## src/rtl/txu_pkg.sv

```systemverilog
package txu_pkg;

   localparam logic [2:0] MODE_BYTE = 3'd0;
   localparam logic [2:0] MODE_C8   = 3'd1;
   localparam logic [2:0] MODE_C16  = 3'd2;
   localparam logic [2:0] MODE_C24  = 3'd3;
   localparam logic [2:0] MODE_C32  = 3'd4;

   localparam logic [1:0] SIZE_1B = 2'd0;
   localparam logic [1:0] SIZE_2B = 2'd1;
   localparam logic [1:0] SIZE_4B = 2'd2;

   // unit width in bytes minus one
   typedef enum logic [1:0] {
      UNIT_8  = 2'd0,
      UNIT_16 = 2'd1,
      UNIT_24 = 2'd2,
      UNIT_32 = 2'd3
   } txu_unit_e;

endpackage

```

## src/rtl/txu_decode.sv

```systemverilog
module txu_decode
   import txu_pkg::*;
#(
   parameter int CNT_W = 3
) (
   input  logic [2:0]       mode_i,
   input  logic [1:0]       size_i,
   output logic             legal_o,
   output logic [CNT_W-1:0] units_o,
   output txu_unit_e        kind_o
);

   always_comb begin
      legal_o = 1'b0;
      units_o = '0;
      kind_o  = UNIT_8;
      case (mode_i)
         MODE_BYTE, MODE_C8: begin
            kind_o = UNIT_8;
            case (size_i)
               SIZE_1B: begin legal_o = 1'b1; units_o = CNT_W'(1); end
               SIZE_2B: begin legal_o = 1'b1; units_o = CNT_W'(2); end
               SIZE_4B: begin legal_o = 1'b1; units_o = CNT_W'(4); end
               default: ;
            endcase
         end
         MODE_C16: begin
            kind_o = UNIT_16;
            case (size_i)
               SIZE_2B: begin legal_o = 1'b1; units_o = CNT_W'(1); end
               SIZE_4B: begin legal_o = 1'b1; units_o = CNT_W'(2); end
               default: ;
            endcase
         end
         MODE_C24: begin
            kind_o = UNIT_24;
            if (size_i == SIZE_4B) begin
               legal_o = 1'b1;
               units_o = CNT_W'(1);
            end
         end
         MODE_C32: begin
            kind_o = UNIT_32;
            if (size_i == SIZE_4B) begin
               legal_o = 1'b1;
               units_o = CNT_W'(1);
            end
         end
         default: ;
      endcase
   end

endmodule

```

## src/rtl/txu_shift.sv

```systemverilog
module txu_shift
   import txu_pkg::*;
#(
   parameter int BYTE_W  = 8,
   parameter int N_BYTES = 4,
   parameter int CNT_W   = 3,
   localparam int WORD_W = BYTE_W * N_BYTES
) (
   input  logic              clk,
   input  logic              rst_n,
   input  logic              load_i,
   input  logic [WORD_W-1:0] data_i,
   input  logic [CNT_W-1:0]  units_i,
   input  txu_unit_e         kind_i,
   input  logic              pop_i,
   output logic              valid_o,
   output logic [WORD_W-1:0] unit_o
);

   logic [WORD_W-1:0] sh_q;
   logic [CNT_W-1:0]  left_q;
   txu_unit_e         kind_q;
   logic [WORD_W-1:0] cand [N_BYTES];

   // one right-aligned view of the top of the shift register per unit width
   for (genvar g = 0; g < N_BYTES; g++) begin : g_view
      assign cand[g] = WORD_W'(sh_q[WORD_W-1 -: (g+1)*BYTE_W]);
   end

   assign unit_o  = cand[kind_q];
   assign valid_o = (left_q != '0);

   always_ff @(posedge clk or negedge rst_n) begin
      if (!rst_n) begin
         sh_q   <= '0;
         left_q <= '0;
         kind_q <= UNIT_8;
      end else if (load_i) begin
         kind_q <= kind_i;
         left_q <= units_i;
         // the 24-bit sample sits in the low lanes: lift it to the top
         sh_q   <= (kind_i == UNIT_24) ? (data_i << BYTE_W) : data_i;
      end else if (pop_i) begin
         left_q <= left_q - CNT_W'(1);
         sh_q   <= sh_q << ((int'(kind_q) + 1) * BYTE_W);
      end
   end

endmodule

```

## src/rtl/tx_wr_unpacker.sv

```systemverilog
module tx_wr_unpacker
   import txu_pkg::*;
#(
   parameter int BYTE_W  = 8,
   parameter int N_BYTES = 4,
   localparam int WORD_W = BYTE_W * N_BYTES,
   localparam int CNT_W  = $clog2(N_BYTES + 1)
) (
   input  logic              clk,
   input  logic              rst_n,
   input  logic [2:0]        mode_i,
   input  logic              wr_stb_i,
   input  logic [1:0]        wr_size_i,
   input  logic [WORD_W-1:0] wr_data_i,
   output logic              wr_ready_o,
   output logic              wr_err_o,
   output logic              push_valid_o,
   output logic [WORD_W-1:0] push_data_o,
   input  logic              push_ready_i
);

   if (N_BYTES != 4) begin : g_bad_bytes
      $error("tx_wr_unpacker: the mode set needs a four-byte word");
   end
   if (BYTE_W < 1) begin : g_bad_width
      $error("tx_wr_unpacker: BYTE_W must be positive");
   end

   logic             accept;
   logic             legal;
   logic [CNT_W-1:0] units;
   txu_unit_e        kind;
   logic             err_q;

   assign wr_ready_o = ~push_valid_o;
   assign accept     = wr_stb_i & wr_ready_o;

   txu_decode #(.CNT_W(CNT_W)) u_dec (
      .mode_i  (mode_i),
      .size_i  (wr_size_i),
      .legal_o (legal),
      .units_o (units),
      .kind_o  (kind)
   );

   txu_shift #(.BYTE_W(BYTE_W), .N_BYTES(N_BYTES), .CNT_W(CNT_W)) u_shift (
      .clk     (clk),
      .rst_n   (rst_n),
      .load_i  (accept & legal),
      .data_i  (wr_data_i),
      .units_i (units),
      .kind_i  (kind),
      .pop_i   (push_valid_o & push_ready_i),
      .valid_o (push_valid_o),
      .unit_o  (push_data_o)
   );

   always_ff @(posedge clk or negedge rst_n) begin
      if (!rst_n) err_q <= 1'b0;
      else        err_q <= accept & ~legal;
   end

   assign wr_err_o = err_q;

endmodule

```

## config.mk

```make
export PLATFORM = sky130hd
export DESIGN_NAME = tx_wr_unpacker
export DESIGN_NICKNAME = d
export VERILOG_FILES = /design/src/rtl/txu_pkg.sv /design/src/rtl/txu_decode.sv /design/src/rtl/txu_shift.sv /design/src/rtl/tx_wr_unpacker.sv
export SDC_FILE = /design/constraint.sdc
export NUM_CORES = 1
export LEC_CHECK = 0
export BUFFER_PORTS_ARGS = -buffer_cell sky130_fd_sc_hd__buf_2
export CAP_MARGIN = 10
export CORE_MARGIN = 1.5
export CORE_UTILIZATION = 30
export DETAILED_ROUTE_END_ITERATION = 10
export PLACE_DENSITY = 0.62
export REMOVE_ABC_BUFFERS = 1
export SYNTH_ARGS = -nofsm -noshare
export SYNTH_HDL_FRONTEND = slang
export SYNTH_SLANG_ARGS = --single-unit
```

## constraint.sdc

```tcl
create_clock -name clk -period 3.7 [get_ports clk]
set_clock_uncertainty 0.15 [all_clocks]
set_input_delay 0.37 -clock clk [delete_from_list [all_inputs] [get_ports clk]]
set_output_delay 0.37 -clock clk [all_outputs]
set_load 0.03 [all_outputs]
```

* After elaboration in Yosys (flattened, before gate mapping)
Index checks and enable logic that the tools add are counted.
Widths: inputs -> output; s select.
** Word-level totals
- Bits in registers :: 38
- Bits of input ports :: 41
- Output and inout bits :: 35
- Word-level logic and storage cells :: 47
** Cells by class
- Add/subtract/negate cells :: 2
- Magnitude comparators :: 1
- Equal/unequal tests :: 7
- Shift-type cells :: 1
- Mux-type cells :: 17
- Bitwise logic cells :: 7
- Reductions and logical operators :: 8
** Operators by type and width (number)
- $mux 32 :: 5
- $bmux 32 s2 :: 1
- $shl 32x32->32 :: 1
- $pmux 3 s3 :: 2
- $eq 3x2->1 const B :: 2
- $mux 3 :: 2
- $pmux 2 s3 :: 1
- $reduce_or 2->1 :: 3
- $and 1x1->1 :: 4
- $eq 2x2->1 const B :: 2
- $mux 1 :: 4
- $pmux 2 s2 :: 1
- $add 2x1->3 const B :: 1
- $eq 3x1->1 const B :: 1
- $eq 3x3->1 const B :: 1
- $ge 3x3->1 const B :: 1
- $logic_not 3->1 :: 1
- $not 2->3 :: 1
- $pmux 1 s3 :: 1
- $reduce_bool 3->1 :: 1
- $reduce_or 3->1 :: 1
- $sub 3x1->3 const B :: 1
- $eq 2x1->1 const B :: 1
- $logic_not 2->1 :: 1
- other kinds (2) :: 3

* Logic depth before layout (Yosys ltp)
- Depth after elaboration :: 6
- Depth in mapped cells :: 9
- Mapped depth without buffers :: 7

* Cells and area by module
From an unflattened synthesis, not the netlist that was laid out.
** Unflattened totals
- Cell total of the unflattened synthesis :: 357
- Area total of the unflattened synthesis :: 3001.6 um2
** By module, submodules not included
- txu_shift :: instances 1, cells an instance 329, area each 2752.6 um2, sequential area each 925.9 um2
- txu_decode :: instances 1, cells an instance 23, area each 196.4 um2, sequential area each 0.0 um2
- tx_wr_unpacker :: instances 1, cells an instance 5, area each 52.6 um2, sequential area each 25.0 um2

* Worst setup path before layout
No wires, ideal clock.
- Kind :: register -> register
- Start point :: reg u_shift.left_q[0]
- End point :: reg u_shift.sh_q[16]
- Arrival time :: 2.116 ns
- Slack :: 1.349 ns
- Cell stages (with the launch flop) :: 10
- Path buffers :: 2
- Period minus slack after synthesis :: 2.351 ns
- Cell sequence :: dfrtp_1 inv_1 ha_1 nor2b_1 clkbuf_1 inv_1 nand2_1 o21ai_2 buf_4 o221ai_2
** On the way
- Word-level cells in the longest chain between the ends :: 5
** Ends and longest elaborated chain
- start: declaration :: RTL line txu_shift.sv:21 : logic [CNT_W-1:0] left_q;
- start signal: assignment :: RTL line txu_shift.sv:40 : left_q <= units_i;
- start signal: assignment :: RTL line txu_shift.sv:44 : left_q <= left_q - CNT_W'(1);
- $reduce_bool 3->1 * :: RTL line txu_shift.sv:31 : assign valid_o = (left_q != '0);
- $not 1->1 * :: RTL line tx_wr_unpacker.sv:35 : assign wr_ready_o = ~push_valid_o;
- named net wr_ready_o :: RTL line tx_wr_unpacker.sv:15 : output logic wr_ready_o,
- $and 1x1->1 * :: RTL line tx_wr_unpacker.sv:36 : assign accept = wr_stb_i & wr_ready_o;
- $and 1x1->1 * :: RTL line tx_wr_unpacker.sv:49 : .load_i (accept & legal),
- $mux 32 / $reduce_bool 2->1 (equally long branches)
- end signal: assignment :: RTL line txu_shift.sv:42 : sh_q <= (kind_i == UNIT_24) ? (data_i << BYTE_W) : data_i;
- end signal: assignment :: RTL line txu_shift.sv:45 : sh_q <= sh_q << ((int'(kind_q) + 1) * BYTE_W);
- end: declaration :: RTL line txu_shift.sv:20 : logic [WORD_W-1:0] sh_q;
Mark *: on every way through the listed nets, which the timed path passes. The rest lies on a longest branch.
A chain may end at the register's enable or synchronous reset.

* Worst setup path after layout
- Start point :: reg u_shift.left_q[0]
- End point :: reg u_shift.sh_q[26]
** On the way
- Word-level cells in the longest chain between the ends :: 5
** Ends and longest elaborated chain (RTL line)
- $reduce_bool 3->1 * :: txu_shift.sv:31
- $not 1->1 :: tx_wr_unpacker.sv:35
- $and 1x1->1 :: tx_wr_unpacker.sv:36
- $and 1x1->1 :: tx_wr_unpacker.sv:49
- $mux 32 / $reduce_bool 2->1 (equally long branches)
Mark *: on every way between the ends. The rest lies on a longest branch, timed or not.

==> metrics <==
outcome finished clean; vias per inst 5.16; post-CTS setup buffer count 0; drt initial violations roughly 180; row count 36; Max Cap Viol 0; Arr. time, crit path roughly 2.8 ns; fraction of registers with async set/reset 100%; PwrDens around 660 nW/um^2; largest net degree at the start of global routing 39; die width 105 um; Syn. warnings 0; max-slew violations 0; Setup TNS 0 ns; Pre-Repair DR Iteration Count 6; area leader, netlist dfrtp_1; final worst-path cycle share 74.7%; Antenna diodes 0; endpoints failing hold 0; critical path type flop to flop; die span in y 105 um; worst skew pair latency roughly 0.3 ns; startpoint types flop; M1 GR Usage between 20% and 30%; PnR Total Power around 2.5 mW; Hold Path Class input port to asynchronous set/reset pin; maximum achievable frequency 362 MHz; RSZ-0062 raised after global routing false; CTS tree yes; vias roughly 2.8k; layout cells sized above 1 between 20% and 30%; CTS Hold Bufs 0; # IOs between 70 and 80; Total Routing Usage GR between 10% and 20%; relative slew slack between 40% and 50%; Core Region 9910 sq um; antenna violations before repair 0; Worst setup EP type flop; setup slack, reg-to-reg roughly 0.94 ns; port buffer count 75; GP Congestion between 0.8 and 0.9; Initial Util a little under a third; critical path launch point u_shift.left_q[0]; CP cell instances inv_1, ha_1, nor2b_1, nand2_1, o21ai_2, buf_4, o221ai_1; Critical Path RT between 3 and 4 ns; share of the synthesized area in the top cell type a little under a third; gr busiest metal met2; synthesized area per cell between 8 and 9 sq um; DRT antenna net count 0; Longest Clk Path Bufs 2; final setup fails 0; Reg clk slew, reported paths roughly 0.080 ns; Netlist cell types 42; Post-synth EDFFs 0; Reg-to-Reg End u_shift.sh_q[26]; Post-Synthesis Cells between 300 and 400; Routed wire per std cell ~16 um; FF-to-FF Start u_shift.left_q[0]; vias in the first global route 2747; ranking of synthesized cells by area dfrtp_1 31%, mux2i_1 18%, o21ai_0 5.6%; worst slew pin tran ~0.9 ns; GR Overflow Total 0; crit path max-delay cell type o21ai_2; R2R cell count 7; slowest stage delay, CP between 0.5 and 0.6 ns; FF+latch count, synth 38; Post-DP HPWL 6050 um; met3 Use GR between 2 and 2.5%; synth-to-layout area growth 20.7%; Synth Cell Area between 3000 and 4000 sq um; CTS Root Cell clkbuf_8; Max IR drop VDD around 370 uV; static leakage 1.86 nW; post-cts sizing count 0; TritonCTS Buffers 5; Nets 460; WL final about 8600 um; full die area 11000 sq um; DRC Markers 0; first-pass GRT wire length between 10000 and 15000 um; Tmin final between 2 and 3 ns; CTS Sinks 38; top_reg_cell synth dfrtp_1; register area share after synthesis 30.7%; H-tree Lvls 2; met2 usage about a quarter; critical-path maximum fanout 14
-- cells in the final DEF (no fill, tap or decap), drive strengths merged, types with 8 or more instances in the layout --
master | netlist | routed
buf | 14 | 87
mux2i | 56 | 56
dfrtp | 38 | 38
nand2 | 36 | 36
o21ai | 36 | 36
inv | 24 | 24
o221ai | 16 | 16
and3 | 15 | 15
nand3 | 12 | 12
a21oi | 11 | 11
nor2b | 10 | 10
a22oi | 8 | 8
o211ai | 8 | 8
-- per-stage QoR --
stage	hold WS (ns)	area [sq um]	util, %	instances	setup WS, ns
after floorplan	-0.0756	2970	-	318	0.486
after global placement	0.373	3600	36.3	538	1.07
after detailed placement	0.384	3600	36.3	538	0.968
after CTS	0.0695	3740	37.8	546	0.949
after global routing	0.103	3740	37.8	546	0.626
final	0.0407	3740	37.8	546	0.938
-- flip-flops by register name, summed over array words and instances, names as in the netlist --
| register | cells |
|---|---|
| wr_err_o | 1 |
| u_shift.kind_q | 2 |
| u_shift.left_q | 3 |
| u_shift.sh_q | 32 |
-- cell families (layout without fill, tap and decap cells) --
family,count (synthesis),in the layout,share of synthesized area [%]
DFF,38,38,30.7
buffers and inverters,53,119,7.26
AOI/OAI and AO/OA,94,94,22.8
adders and majority gates,7,7,2.82
xor gates and xnor gates,2,2,0.565
and+or+nand+nor,96,96,17.5
muxes,57,57,18.4
-- report_power, final --
part           internal (mW)  switching [mW]  total [mW]
Combinational          0.467           0.901        1.37
Clock                  0.288           0.157       0.445
Sequential             0.522           0.124       0.646
-- how the worst max path moves through the flow --
stage	endpoint	slack, ns
2_1_floorplan	u_shift.sh_q[10]	0.49
3_3_place_gp	u_shift.sh_q[20]	1.07
3_5_place_dp	u_shift.sh_q[26]	0.97
4_1_cts	u_shift.sh_q[20]	0.95
5_1_grt	u_shift.sh_q[25]	0.63
6_report	u_shift.sh_q[26]	0.94
-- area by class of cell --
type	count	area (sq um)
fillers	1027	6170
multi-input cells	256	1920
flip-flops and latches	38	952
repair buffers	87	465
well taps	133	166
inverters	24	90.1
clock buffers	6	82.6
clock inverters	2	60.1
-- critical path: cells and delay by family (launching register included) --
family	cells	cell delay (ns)
buffers and inverters	2	0.39
adder cells (fa/ha/maj)	1	0.13
flip-flops	1	0.39
AO/OA/AOI/OAI	2	0.71
AND/OR/NAND/NOR	2	0.84
-- synthesized netlist by cell type, types with 7 or more instances --
library cell	instances
mux2i_1	56
dfrtp_1	38
nand2_1	36
o21ai_0	35
inv_1	24
and3_1	15
clkbuf_1	15
nand3_1	12
a21oi_1	11
nor2b_1	10
o221ai_2	10
a22oi_1	8
o211ai_1	8
ha_1	7
o211a_1	7
-- layer usage --
| metal | share of wire [%] | vias up |
|---|---|---|
| met2 | 46 | 69 |
| met4 | 0.83 | 0 |
| met1 | 49 | 1344 |
| li1 | - | 1395 |
| met3 | 4.3 | 7 |
| met5 | 0 | - |
(Power assumes the default switching activity.)
